## config.mk

```make
export PLATFORM = sky130hd
export DESIGN_NAME = bsmac_grid
export DESIGN_NICKNAME = d
export VERILOG_FILES = /design/src/rtl/bsmac_grid.sv
export SDC_FILE = /design/constraint.sdc
export NUM_CORES = 1
export LEC_CHECK = 0
export CAP_MARGIN = 15
export CELL_PAD_IN_SITES_DETAIL_PLACEMENT = 1
export CELL_PAD_IN_SITES_GLOBAL_PLACEMENT = 2
export CORE_UTILIZATION = 28
export CTS_CLUSTER_SIZE = 25
export DETAILED_ROUTE_END_ITERATION = 8
export DONT_BUFFER_PORTS = 1
export HOLD_SLACK_MARGIN = 0.02
export PLACE_DENSITY_LB_ADDON = 0.1
export SLEW_MARGIN = 40
export SYNTH_ARGS = -nofsm -noshare
export SYNTH_HDL_FRONTEND = slang
export SYNTH_SLANG_ARGS = --single-unit
```

## constraint.sdc

```tcl
create_clock -name clk -period 6.34 [get_ports clk]
set_input_delay 1.268 -clock clk [delete_from_list [all_inputs] [get_ports clk]]
set_output_delay 1.268 -clock clk [all_outputs]
set_load 0.01 [all_outputs]
```

## src/rtl/bsmac_grid.sv

```systemverilog
module bsmac_grid #(
  parameter int ROWS  = 2,
  parameter int COLS  = 3,
  parameter int DEPTH = 4,
  parameter int OPW   = 8,
  localparam int ACCW = 2*OPW + $clog2(DEPTH),
  localparam int KW   = (DEPTH > 1) ? $clog2(DEPTH) : 1,
  localparam int BW   = $clog2(OPW)
) (
  input  logic                       clk,
  input  logic                       rst_n,
  input  logic                       start,
  input  logic                       bit_valid,
  input  logic [ROWS-1:0]            act_bits,
  input  logic [COLS-1:0]            wgt_bits,
  output logic [ROWS*COLS*ACCW-1:0]  acc_flat,
  output logic                       done
);
  logic [BW-1:0] bit_cnt;
  logic [KW-1:0] k_cnt;
  logic          running;

  wire step     = running && bit_valid && !start;
  wire last_bit = step && (bit_cnt == BW'(OPW-1));
  wire last_k   = (k_cnt == KW'(DEPTH-1));

  logic [OPW-1:0] a_sh [ROWS];
  logic [OPW-1:0] w_sh [COLS];

  for (genvar r = 0; r < ROWS; r++) begin : g_arow
    always_ff @(posedge clk or negedge rst_n)
      if (!rst_n)     a_sh[r] <= '0;
      else if (start) a_sh[r] <= '0;
      else if (step)  a_sh[r] <= {a_sh[r][OPW-2:0], act_bits[r]};
  end

  for (genvar c = 0; c < COLS; c++) begin : g_wcol
    always_ff @(posedge clk or negedge rst_n)
      if (!rst_n)     w_sh[c] <= '0;
      else if (start) w_sh[c] <= '0;
      else if (step)  w_sh[c] <= {w_sh[c][OPW-2:0], wgt_bits[c]};
  end

  for (genvar r = 0; r < ROWS; r++) begin : g_r
    for (genvar c = 0; c < COLS; c++) begin : g_c
      logic [OPW-1:0]   a_full, w_full;
      logic [2*OPW-1:0] prod;
      logic [ACCW-1:0]  acc;
      assign a_full = {a_sh[r][OPW-2:0], act_bits[r]};
      assign w_full = {w_sh[c][OPW-2:0], wgt_bits[c]};
      assign prod   = a_full * w_full;
      always_ff @(posedge clk or negedge rst_n)
        if (!rst_n)         acc <= '0;
        else if (start)     acc <= '0;
        else if (last_bit)  acc <= acc + ACCW'(prod);
      assign acc_flat[(r*COLS+c)*ACCW +: ACCW] = acc;
    end
  end

  always_ff @(posedge clk or negedge rst_n)
    if (!rst_n) begin
      bit_cnt <= '0;
      k_cnt   <= '0;
      running <= 1'b0;
      done    <= 1'b0;
    end else begin
      done <= 1'b0;
      if (start) begin
        bit_cnt <= '0;
        k_cnt   <= '0;
        running <= 1'b1;
      end else if (step) begin
        if (last_bit) begin
          bit_cnt <= '0;
          if (last_k) begin
            k_cnt   <= '0;
            running <= 1'b0;
            done    <= 1'b1;
          end else begin
            k_cnt <= k_cnt + KW'(1);
          end
        end else begin
          bit_cnt <= bit_cnt + BW'(1);
        end
      end
    end
endmodule

```

# Yosys cells after proc, flatten, opt, wreduce, memory -nomap -nowiden
# Cells that the tools add are included.
# word_totals
ff_bits	150
latch_bits	0
mem_bits_rw	0
mem_bits_ro	0
in_bits	9
out_inout_bits	109
word_cells	77
n_memories	0
# op_classes
add_sub_neg	8
n_mul	6
div_mod_pow	0
magnitude_cmp	0
n_eq_ne	2
shifts	0
n_mux	37
bitwise_logic	0
n_reduce_logical	9
# ops
cell	count
18-bit 2-to-1 mux	12
18-bit by 16-bit adder with 18-bit output	6
8-bit by 8-bit multiplier with 16-bit output	6
7-bit 2-to-1 mux	10
3-bit 2-to-1 mux	3
1-bit 2-to-1 mux	8
2-bit 2-to-1 mux	4
2-bit nonzero test	3
3-bit by 1-bit adder with 3-bit output (second input constant)	1
3-bit equality test (second input constant)	1
1-bit logical AND	3
3-bit AND reduction	1
2-bit by 1-bit adder with 2-bit output (second input constant)	1
2-bit equality test (second input constant)	1
2-bit AND reduction	1
1-bit logical NOT	1

# Depth between registers and ports, before layout
# Gate-level depths: netlist of run 1.
# logic_depth
word_depth	6
mapped_depth	19
mapped_depth_nobuf	17

# Least setup slack after synthesis of run 1
# OpenSTA, ideal clock, no wires.
# synth_path
path_kind	input-to-reg
startpoint	input port wgt_bits[0]
endpoint	register g_r[1].g_c[0].acc[17]
setup_ns	0.125
arrival_time_ns	5.613
required_time_ns	6.215
path_slack_ns	0.602
path_stages	17
n_path_buf	2
path_cell_list	clkbuf_1 -> clkbuf_1 -> nand2_1 -> fa_1 -> inv_1 -> fa_1 -> fa_1 -> inv_1 -> fa_1 -> inv_1 -> ha_1 -> a21o_1 -> or3_1 -> o21a_1 -> or3_1 -> nand3_2 -> mux2_4
# synth_between
elab_chain_cells	4
# synth_rtl
element	line	source
start, declared	15	input logic [COLS-1:0] wgt_bits,
8-bit by 8-bit multiplier with 16-bit output	51	assign prod = a_full * w_full;
18-bit by 16-bit adder with 18-bit output	55	else if (last_bit) acc <= acc + ACCW'(prod);
18-bit 2-to-1 mux	55	
18-bit 2-to-1 mux	54	else if (start) acc <= '0;
end signal, assigned	55	
end, declared	48	logic [ACCW-1:0] acc;
# No other way between the ends. The select of a mux whose other input is x is not followed.
# A chain may end at the register's enable or synchronous reset.

# Worst setup path after layout of run 1
# layout_path
startpoint	register w_sh (netlist bit g_r[0].g_c[0].w_full[1])
endpoint	register g_r[1].g_c[0].acc[17]
# layout_between
elab_chain_cells	4
# layout_rtl
element	line	source
start, declared	28	logic [OPW-1:0] w_sh [COLS];
start signal, assigned by index	41	else if (step) w_sh[c] <= {w_sh[c][OPW-2:0], wgt_bits[c]};
8-bit by 8-bit multiplier with 16-bit output	51	
18-bit by 16-bit adder with 18-bit output	55	
18-bit 2-to-1 mux	55	
18-bit 2-to-1 mux	54	
# No other way between the ends. The select of a mux whose other input is x is not followed.

==> run_results.csv, run 1 <==
group,metric,value,unit
outcome,status,"completed",
synth,ys.warnings.count,0,
clock_network,clock-sinks,150,
sta,relSlewSlack,0.4577,
synth,async_reset_ff_frac,1.000,
clock_network,h-tree-depth,4,
setup_path,reg2reg_to,"g_r[1].g_c[0].acc[17]",
grt,grt_overflow,0,
sta,hold_viol_final,0,
grt,grt_pass1_wl,113.9,mm
clock_network,numCtsBuffers,17,
power_and_ir_drop,irDropWorstVdd,0.1958,mV
detailed_routing,drt_iter0_markers,845,
synth,yosysMostFrequentCell,"inv_1",
clock_network,cts_buffer_depth,2,
setup_path,path_cells,"buf_4 -> nand2_1 -> fa_1 -> inv_1 -> fa_1 -> fa_1 -> inv_1 -> fa_1 -> inv_1 -> ha_1 -> o211ai_1 -> a21oi_1 -> o21ai_0 -> a2111o_1 -> nand3_2 -> mux2_4",
detailed_routing,viasPerCell,4.746,
sta,rsz0062_at_grt,"false",
synth,ys_ff_latch,150,
grt,antenna_found_initial,0,
sta,finalMaxSlewViolations,0,
clock_network,cts_setup_buffers,0,
clock_network,ctsResizeCount,0,
setup_path,worstPathArrival,5.84,ns
setup_path,crit_fanout,10,
clock_network,worstSkewPairLatency,0.50,ns
layout,ff_latch_area,0.003770,mm^2
setup_path,required,6.73,ns
setup_path,cp_slowest_cell,"dfrtp_1",
place,hpwl,51.64,mm
power_and_ir_drop,finalPower,2143,uW
synth,synthXorXnorAreaFrac,0.01269,
sta,finalSetupTns,0,ns
setup_path,r2r-start,"g_r[0].g_c[0].w_full[1]",
synth,synth.top_cell.area_share,0.2719,
sta,setup_ws,0.8895,ns
synth,synth_edf_count,0,
setup_path,cp_common_cell,"fa_1",
setup_path,cp-end-kind,"flip-flop",
sta,worst_pin_slew,0.8099,ns
grt,grt_max_degree,151,
floorplanning,die_x,282.9,um
setup_path,cp_slowest_stage_delay,0.72,ns
place,place_inst,3547,
synth,synth_top_family_by_area,"adder cells",
detailed_routing,wl_per_cell,19.94,um
sta,final.period_utilization,0.8597,
layout,layout-drive-gt1-share,0.03937,
detailed_routing,route.vias.total,17000,
synth,synth.area.mux_share,0.004474,
synth,synth_top_area_cell,"fa_1",
setup_path,critPathKind,"flip-flop to flip-flop",
synth,avgSynthCellArea,8.543,um^2
synth,netlist_area,0.02209,mm^2
sta,finClkSkew,0.01275,ns
setup_path,rrSetupSlack,0.89,ns
detailed_routing,drc,0,
sta,min_period,5.451,ns
layout,nNetsFinal,3079,
synth,yosys.area_share.simple,0.1644,
synth,synth-main-ff-cell,"dfrtp_1",
clock_network,root_buffer,"clkbuf_16",
power_and_ir_drop,power.density,89.81,mW/mm^2
layout,final_util,0.3070,
floorplanning,num_rows,102,
floorplanning,initial_core_util,0.2842,
layout,fillers,9143,
floorplanning,dieArea,0.08002,mm^2
floorplanning,ios,118,
floorplanning,core_area,0.07772,mm^2
synth,synth_compound_area_frac,0.1161,
synth,netlist_instances,2586,
grt,grt_pass1_vias,18030,
floorplanning,die_h,282.9,um
sta,setup_viol,0,
min_path,min_path_type,"primary input to async pin",
detailed_routing,final_antenna_net_count,0,
clock_network,cts_tree,"yes",
layout,final_cells,3581,
synth,synth_fa_ha_area_frac,0.4095,
place,portBuffers,0,
synth,synth_cell_type_count,68,
detailed_routing,drt_pass1_iterations,5,
clock_network,cts.clk_slew.worst_paths,0.08,ns
clock_network,holdBufCountCts,0,
run,max-cap-violations,0,
synth,synthTopCellsByCount,"inv_1, nand2_1, fa_1",
synth,synth_fp_nets,3138,
grt,track_usage,0.1902,
power_and_ir_drop,leakage,0.01221,uW
layout,multi_input_area,0.01565,mm^2
detailed_routing,wl,71.41,mm
setup_path,crit_buf_inv,4,
place,place_congestion,0.7794,
setup_path,critPathLaunchType,"flip-flop",
layout,synthToLayoutAreaGrowth,8.009,%
setup_path,cp_top_family,"adder cells",
synth,synth_area_leaders,"fa_1, dfrtp_1, ha_1, inv_1, and2_1",
place,dp_slack,0.7515,ns
setup_path,reg2reg_depth,16,
sta,max_freq,183.5,MHz
synth,yosysSeqAreaShare,0.1699,
-- flip-flops by register name, indices dropped and copies added (netlist names) --
register        count
bit_cnt             3
a_sh               14
k_cnt               2
done                1
running             1
g_r.g_c.w_full     21
g_r.g_c.acc       108
-- worst reg2reg max path, stage by stage, from the launching register on --
cell and delay [ns]:
dfrtp_1 0.72, buf_4 0.32, nand2_1 0.09, fa_1 0.50
inv_1 0.05, fa_1 0.48, fa_1 0.55, inv_1 0.05
fa_1 0.47, inv_1 0.04, ha_1 0.37, o211ai_1 0.11
a21oi_1 0.45, o21ai_0 0.29, a2111o_1 0.44, nand3_2 0.10
mux2_4 0.29
-- layout by cell type, fill, tap and decap left out, types with 10 or more instances in the layout --
cell,n
nand2b_1,11
a21o_1,23
buf_4,38
ha_1,243
nor3_1,19
a21oi_1,126
dfrtp_1,137
a22o_1,37
fa_1,300
and3_1,15
nor2_1,72
inv_1,596
nand2_1,312
nand3_1,49
dfrtp_2,13
a31oi_1,10
o21a_1,21
and2_1,214
a211oi_1,31
o31a_1,11
xor2_1,10
o21ai_0,73
xnor2_1,22
clkbuf_16,17
-- worst max-delay path by stage --
stage	startpoint	end	slack, ns	depth (start not counted)
after floorplan	wgt_bits[0]	g_r[1].g_c[0].acc[17]	0.60	17
after global placement	wgt_bits[1]	g_r[1].g_c[1].acc[14]	0.77	14
after detailed placement	wgt_bits[0]	g_r[1].g_c[0].acc[17]	0.75	15
after CTS	g_r[0].g_c[0].w_full[3]	g_r[1].g_c[0].acc[17]	0.95	15
after global routing	g_r[0].g_c[0].w_full[1]	g_r[1].g_c[0].acc[17]	0.66	16
final	g_r[0].g_c[0].w_full[1]	g_r[1].g_c[0].acc[17]	0.89	16
-- layer usage --
layer	wire length (um)	vias to the layer above	part of all wire	GRT usage
met3	3841	30	0.054	0.03927
met5	0	-	0	0
met1	38390	8763	0.54	0.3000
met2	28400	260	0.40	0.2592
li1	-	7944	-	-
met4	772	0	0.011	0.04061
-- layout make-up --
class,instances,area share
timing repair buffer,42,0.01458
sequential,150,0.1580
antenna,1,0.0001049
clock buffer,18,0.01799
multi-input combinational,1719,0.6559
tap,1040,0.05454
inverter,597,0.09392
clock inverter,14,0.004982
-- metrics by stage --
step                      hold WS, ns  instance area [um^2]
final                          0.4651                 23860
after global routing           0.4250                 23860
after CTS                      0.4128                 23840
after detailed placement       0.4950                 23290
after global placement         0.4711                 23260
after floorplan                0.4563                 22090
-- cells by family after synthesis --
| logic type | after synthesis |
|---|---|
| AO/OA/AOI/OAI | 393 |
| flip-flops | 150 |
| adder cells (fa/ha/maj) | 543 |
| AND/OR/NAND/NOR | 742 |
| XOR/XNOR | 32 |
| buffers and inverters | 717 |
| multiplexers | 9 |
-- power breakdown --
group          internal [uW]  switching, uW
combinational           26.4           46.2
clock                    511            572
sequential               960           26.8
Note: power is estimated with default switching activity, not from simulation.
==> run 2, diff against run 1 <==
Settings changed: RECOVER_POWER set to 50.
==> run_results.csv, run 2 (synthesis results as in run 1) <==
group,metric,value,unit
outcome,status,"complete, but fails checks",
outcome,violations,"max-capacitance violations, max-slew violations",
sta,final.period_utilization,0.8642,
detailed_routing,wl_per_cell,19.94,um
setup_path,cp-end-kind,"flip-flop",
sta,finClkSkew,0.01447,ns
layout,top_register,"g_r.g_c.acc",
clock_network,cts.clk_slew.worst_paths,0.08,ns
place,portBuffers,0,
sta,hold_viol_final,0,
clock_network,root_buffer,"clkbuf_16",
grt,grt_max_degree,151,
setup_path,cp_top_family,"adder cells",
setup_path,crit_buf_inv,4,
detailed_routing,drt_pass1_iterations,5,
grt,track_usage,0.1902,
floorplanning,die_h,282.9,um
layout,fillers,9150,
sta,worst_pin_slew,2.186,ns
sta,min_period,5.479,ns
place,hpwl,51.64,mm
run,max-cap-violations,3,
grt,grt_pass1_vias,18030,
min_path,min_path_type,"primary input to async pin",
clock_network,h-tree-depth,4,
floorplanning,num_rows,102,
sta,finalSetupTns,0,ns
layout,finalInstanceArea,0.02381,mm^2
layout,synthToLayoutAreaGrowth,7.759,%
sta,relSlewSlack,-0.4577,
place,place_area,0.02329,mm^2
clock_network,cts_buffer_depth,2,
layout,nNetsFinal,3079,
sta,setup_viol,0,
sta,finalMaxSlewViolations,114,
clock_network,cts_setup_buffers,0,
floorplanning,core_area,0.07772,mm^2
floorplanning,ios,118,
place,place_congestion,0.7794,
layout,final_common_cell,"inv_1",
clock_network,ctsResizeCount,0,
sta,max_freq,182.5,MHz
clock_network,numCtsBuffers,17,
setup_path,critPathLaunchType,"flip-flop",
grt,antenna_found_initial,0,
clock_network,cts_tree,"yes",
floorplanning,initial_core_util,0.2842,
layout,largest_register_ffs,108,
layout,diodes,0,
floorplanning,die_x,282.9,um
setup_path,cp_common_cell,"fa_1",
power_and_ir_drop,power.density,90.09,mW/mm^2
setup_path,worstPathArrival,5.87,ns
grt,grt_pass1_wl,113.9,mm
clock_network,holdBufCountCts,0,
sta,rsz0062_at_grt,"false",
clock_network,worstSkewPairLatency,0.50,ns
setup_path,cp_slowest_cell,"dfrtp_1",
place,dp_slack,0.7515,ns
layout,mostFrequentLayoutCells,"inv_1, nand2_1, fa_1",
power_and_ir_drop,irDropWorstVdd,0.1954,mV
setup_path,critPathKind,"flip-flop to flip-flop",
setup_path,path_cells,"buf_4 -> nand2_1 -> fa_1 -> inv_1 -> fa_1 -> fa_1 -> inv_1 -> fa_1 -> inv_1 -> ha_1 -> o211ai_1 -> a21oi_1 -> o21ai_0 -> a2111o_1 -> nand3_2 -> mux2_4",
floorplanning,dieArea,0.08002,mm^2
setup_path,required,6.73,ns
sta,setup_ws,0.8608,ns
setup_path,cp_slowest_stage_delay,0.72,ns
detailed_routing,final_antenna_net_count,0,
detailed_routing,wl,71.38,mm
setup_path,crit_fanout,10,
detailed_routing,route.vias.total,16990,
power_and_ir_drop,finalPower,2145,uW
detailed_routing,viasPerCell,4.745,
detailed_routing,drt_iter0_markers,801,
layout,layout-drive-gt1-share,0.03780,
grt,grt_overflow,0,
detailed_routing,drc,0,
clock_network,clock-sinks,150,
power_and_ir_drop,leakage,0.01219,uW
## run 2: worst reg2reg max path: cells and delay by family (launching register included)
kind | cells | cell delay (ns)
adder cells (fa/ha/maj) | 5 | 2.37
AO/OA/AOI/OAI | 4 | 1.31
flip-flops | 1 | 0.72
buffers and inverters | 4 | 0.46
multiplexers | 1 | 0.30
AND/OR/NAND/NOR | 2 | 0.19
## run 2: report_power, final
part           internal, uW  total (uW)  switching [uW]  leakage (uW)
sequential              960         987            26.9       0.00206
combinational          26.3        72.6            46.3       0.00988
clock                   511        1080             574      0.000252
total                  1500        2140             647        0.0122
## run 2: final cells by class
cell class	count	area (um^2)	share of cell area
clock inverters	14	118.9	0.004993
multi-input cells	1719	15630	0.6567
inverters	597	2241	0.09413
clock buffers	18	429.2	0.01803
repair buffers	42	312.8	0.01314
flip-flops and latches	150	3770	0.1584
well taps	1040	1301	0.05466
## run 2: final timing paths
kind,end,depth (start not counted),slack (ns),start
setup / recovery,g_r[1].g_c[0].acc[17],16,0.86,g_r[0].g_c[0].w_full[1]
hold / removal,g_r[0].g_c[2].acc[14],0,0.47,rst_n
setup reg to reg,g_r[1].g_c[0].acc[17],16,0.86,g_r[0].g_c[0].w_full[1]
hold reg to reg,bit_cnt[0],1,0.52,bit_cnt[0]
max in group asynchronous,a_sh[2],0,5.60,rst_n
min in group clk,bit_cnt[0],1,0.52,bit_cnt[0]
## run 2: stage by stage
stage / hold WS (ns) / cells / util
2_1_floorplan: 0.4563 / 2586 / -
3_3_place_gp: 0.4711 / 3546 / 0.2993
3_5_place_dp: 0.4950 / 3547 / 0.2997
4_1_cts: 0.4128 / 3579 / 0.3068
5_1_grt: 0.4250 / 3580 / 0.3063
6_report: 0.4652 / 3580 / 0.3063
## run 2: metal layers
layer  vias up  GRT usage  part of all wire
li1       7943          -                 -
met1      8754     0.3000              0.54
met2       256     0.2592              0.40
met3        34    0.03927             0.051
met4         0    0.04061             0.012
met5         -          0                 0
==> run 3, diff against run 2 <==
Settings changed: PLACE_DENSITY set to 0.61, PLACE_DENSITY_LB_ADDON 0.1 to unset.
==> run_results.csv, run 3 (synthesis results as in run 1) <==
group,metric,value,unit
outcome,status,"complete, but fails checks",
outcome,violations,"max-capacitance violations, max-slew violations",
clock_network,ctsResizeCount,0,
setup_path,cp_top_family,"adder cells",
grt,antenna_found_initial,0,
sta,final.period_utilization,0.8548,
place,hpwl,51.47,mm
layout,diodes,0,
setup_path,worstPathArrival,5.81,ns
setup_path,cp_slowest_cell,"dfrtp_1",
sta,relSlewSlack,-0.5489,
floorplanning,core_area,0.07772,mm^2
clock_network,cts_buffer_depth,2,
floorplanning,initial_core_util,0.2842,
setup_path,rrSetupSlack,0.92,ns
layout,nNetsFinal,3078,
setup_path,cp_slowest_stage_delay,0.80,ns
grt,grt_pass1_vias,18610,
setup_path,critPathLaunchType,"flip-flop",
floorplanning,die_h,282.9,um
sta,rsz0062_at_grt,"false",
floorplanning,dieArea,0.08002,mm^2
min_path,min_path_type,"primary input to async pin",
detailed_routing,viasPerCell,4.811,
setup_path,crit_buf_inv,5,
grt,grt_max_degree,151,
detailed_routing,route.vias.total,17220,
clock_network,cts.clk_slew.worst_paths,0.08,ns
clock_network,holdBufCountCts,0,
grt,grt_overflow,0,
layout,final_common_cell,"inv_1",
clock_network,clock-sinks,150,
detailed_routing,final_antenna_net_count,0,
place,place_inst,3546,
floorplanning,die_x,282.9,um
run,max-cap-violations,1,
clock_network,cts_tree,"yes",
power_and_ir_drop,power.density,97.05,mW/mm^2
clock_network,h-tree-depth,4,
layout,top_register,"g_r.g_c.acc",
layout,fillers,9123,
layout,final_cells,3579,
layout,layout-drive-gt1-share,0.03742,
layout,largest_register_ffs,108,
sta,setup_viol,0,
clock_network,cts_setup_buffers,0,
detailed_routing,wl,71.13,mm
setup_path,critPathKind,"flip-flop to flip-flop",
sta,hold_viol_final,0,
setup_path,cp-end-kind,"flip-flop",
sta,finalMaxSlewViolations,42,
power_and_ir_drop,leakage,0.01225,uW
floorplanning,ios,118,
sta,finClkSkew,0.01818,ns
clock_network,root_buffer,"clkbuf_16",
place,place_area,0.02326,mm^2
place,place_congestion,0.8072,
setup_path,cp_common_cell,"fa_1",
detailed_routing,drt_iter0_markers,969,
sta,min_period,5.420,ns
grt,grt_pass1_wl,114.5,mm
floorplanning,num_rows,102,
sta,finalSetupTns,0,ns
layout,synthToLayoutAreaGrowth,8.224,%
setup_path,required,6.73,ns
detailed_routing,drt_pass1_iterations,5,
grt,track_usage,0.1903,
clock_network,numCtsBuffers,17,
place,portBuffers,0,
sta,max_freq,184.5,MHz
setup_path,path_cells,"buf_4 -> nand2_1 -> fa_1 -> inv_1 -> fa_1 -> inv_1 -> fa_1 -> fa_1 -> inv_1 -> ha_1 -> o31ai_1 -> a21oi_1 -> buf_4 -> a21oi_1 -> mux2i_1 -> mux2_2",
clock_network,worstSkewPairLatency,0.51,ns
layout,finalInstanceArea,0.02391,mm^2
power_and_ir_drop,irDropWorstVdd,0.2209,mV
layout,mostFrequentLayoutCells,"inv_1, nand2_1, fa_1",
sta,worst_pin_slew,2.317,ns
setup_path,crit_fanout,14,
detailed_routing,drc,0,
detailed_routing,wl_per_cell,19.87,um
-- run 3: changes by cell type in the layout (fill, tap and decap cells not counted), sizes merged --
cell / delta
inv: -1
bufinv: +5
clkinv: -2
clkinvlp: -3
-- run 3: path summary, 6_finish.rpt --
check	start	endpoint	cells past startpoint
max in group asynchronous	rst_n	a_sh[6]	0
max reg2reg	a_sh[13]	g_r[0].g_c[1].acc[17]	16
min in group clk	bit_cnt[0]	bit_cnt[0]	1
max	a_sh[13]	g_r[0].g_c[1].acc[17]	16
min reg2reg	bit_cnt[0]	bit_cnt[0]	1
min	rst_n	g_r[1].g_c[0].acc[8]	0
-- run 3: metrics by stage --
stage / power (uW) / utilization / hold WS, ns / setup slack [ns]
after CTS: 2373 / 0.3077 / 0.4140 / 0.9478
after floorplan: 1055 / - / 0.4563 / 0.6018
after global placement: 1074 / 0.2992 / 0.4702 / 0.8659
after detailed placement: 1076 / 0.2993 / 0.4974 / 0.7885
after global routing: 2402 / 0.3076 / 0.4280 / 0.6102
final: 2320 / 0.3076 / 0.4634 / 0.9203
-- run 3: layer usage --
metal  vias up  GRT usage  share of wire
li1       7947          -              -
met1      8892     0.2818           0.50
met2       340     0.2750           0.42
met3        40    0.04644          0.067
met4         0    0.04394          0.015
met5         -          0              0
-- run 3: final cells by class --
type | instances | area (um^2) | share of cell area
inverters | 597 | 2241 | 0.09373
clock inverters | 13 | 220.2 | 0.009211
flip-flops and latches | 150 | 3770 | 0.1577
repair buffers | 41 | 312.8 | 0.01308
multi-input cells | 1719 | 15630 | 0.6538
clock buffers | 19 | 432.9 | 0.01811
well taps | 1040 | 1301 | 0.05443
-- run 3: worst register-to-register path, stage by stage (launching register included) --
cell	delay, ns
dfrtp_1	0.80
buf_4	0.30
nand2_1	0.09
fa_1	0.50
inv_1	0.05
fa_1	0.50
inv_1	0.06
fa_1	0.50
fa_1	0.49
inv_1	0.04
ha_1	0.23
o31ai_1	0.62
a21oi_1	0.15
buf_4	0.20
a21oi_1	0.18
mux2i_1	0.24
mux2_2	0.35
-- run 3: where the power goes --
group / internal (uW) / leakage [uW] / switching [uW] / total (uW)
registers: 961 / 0.00206 / 27.8 / 988
logic: 24.5 / 0.00988 / 43.4 / 67.9
clock network: 707 / 0.000311 / 557 / 1260
total: 1690 / 0.0123 / 629 / 2320
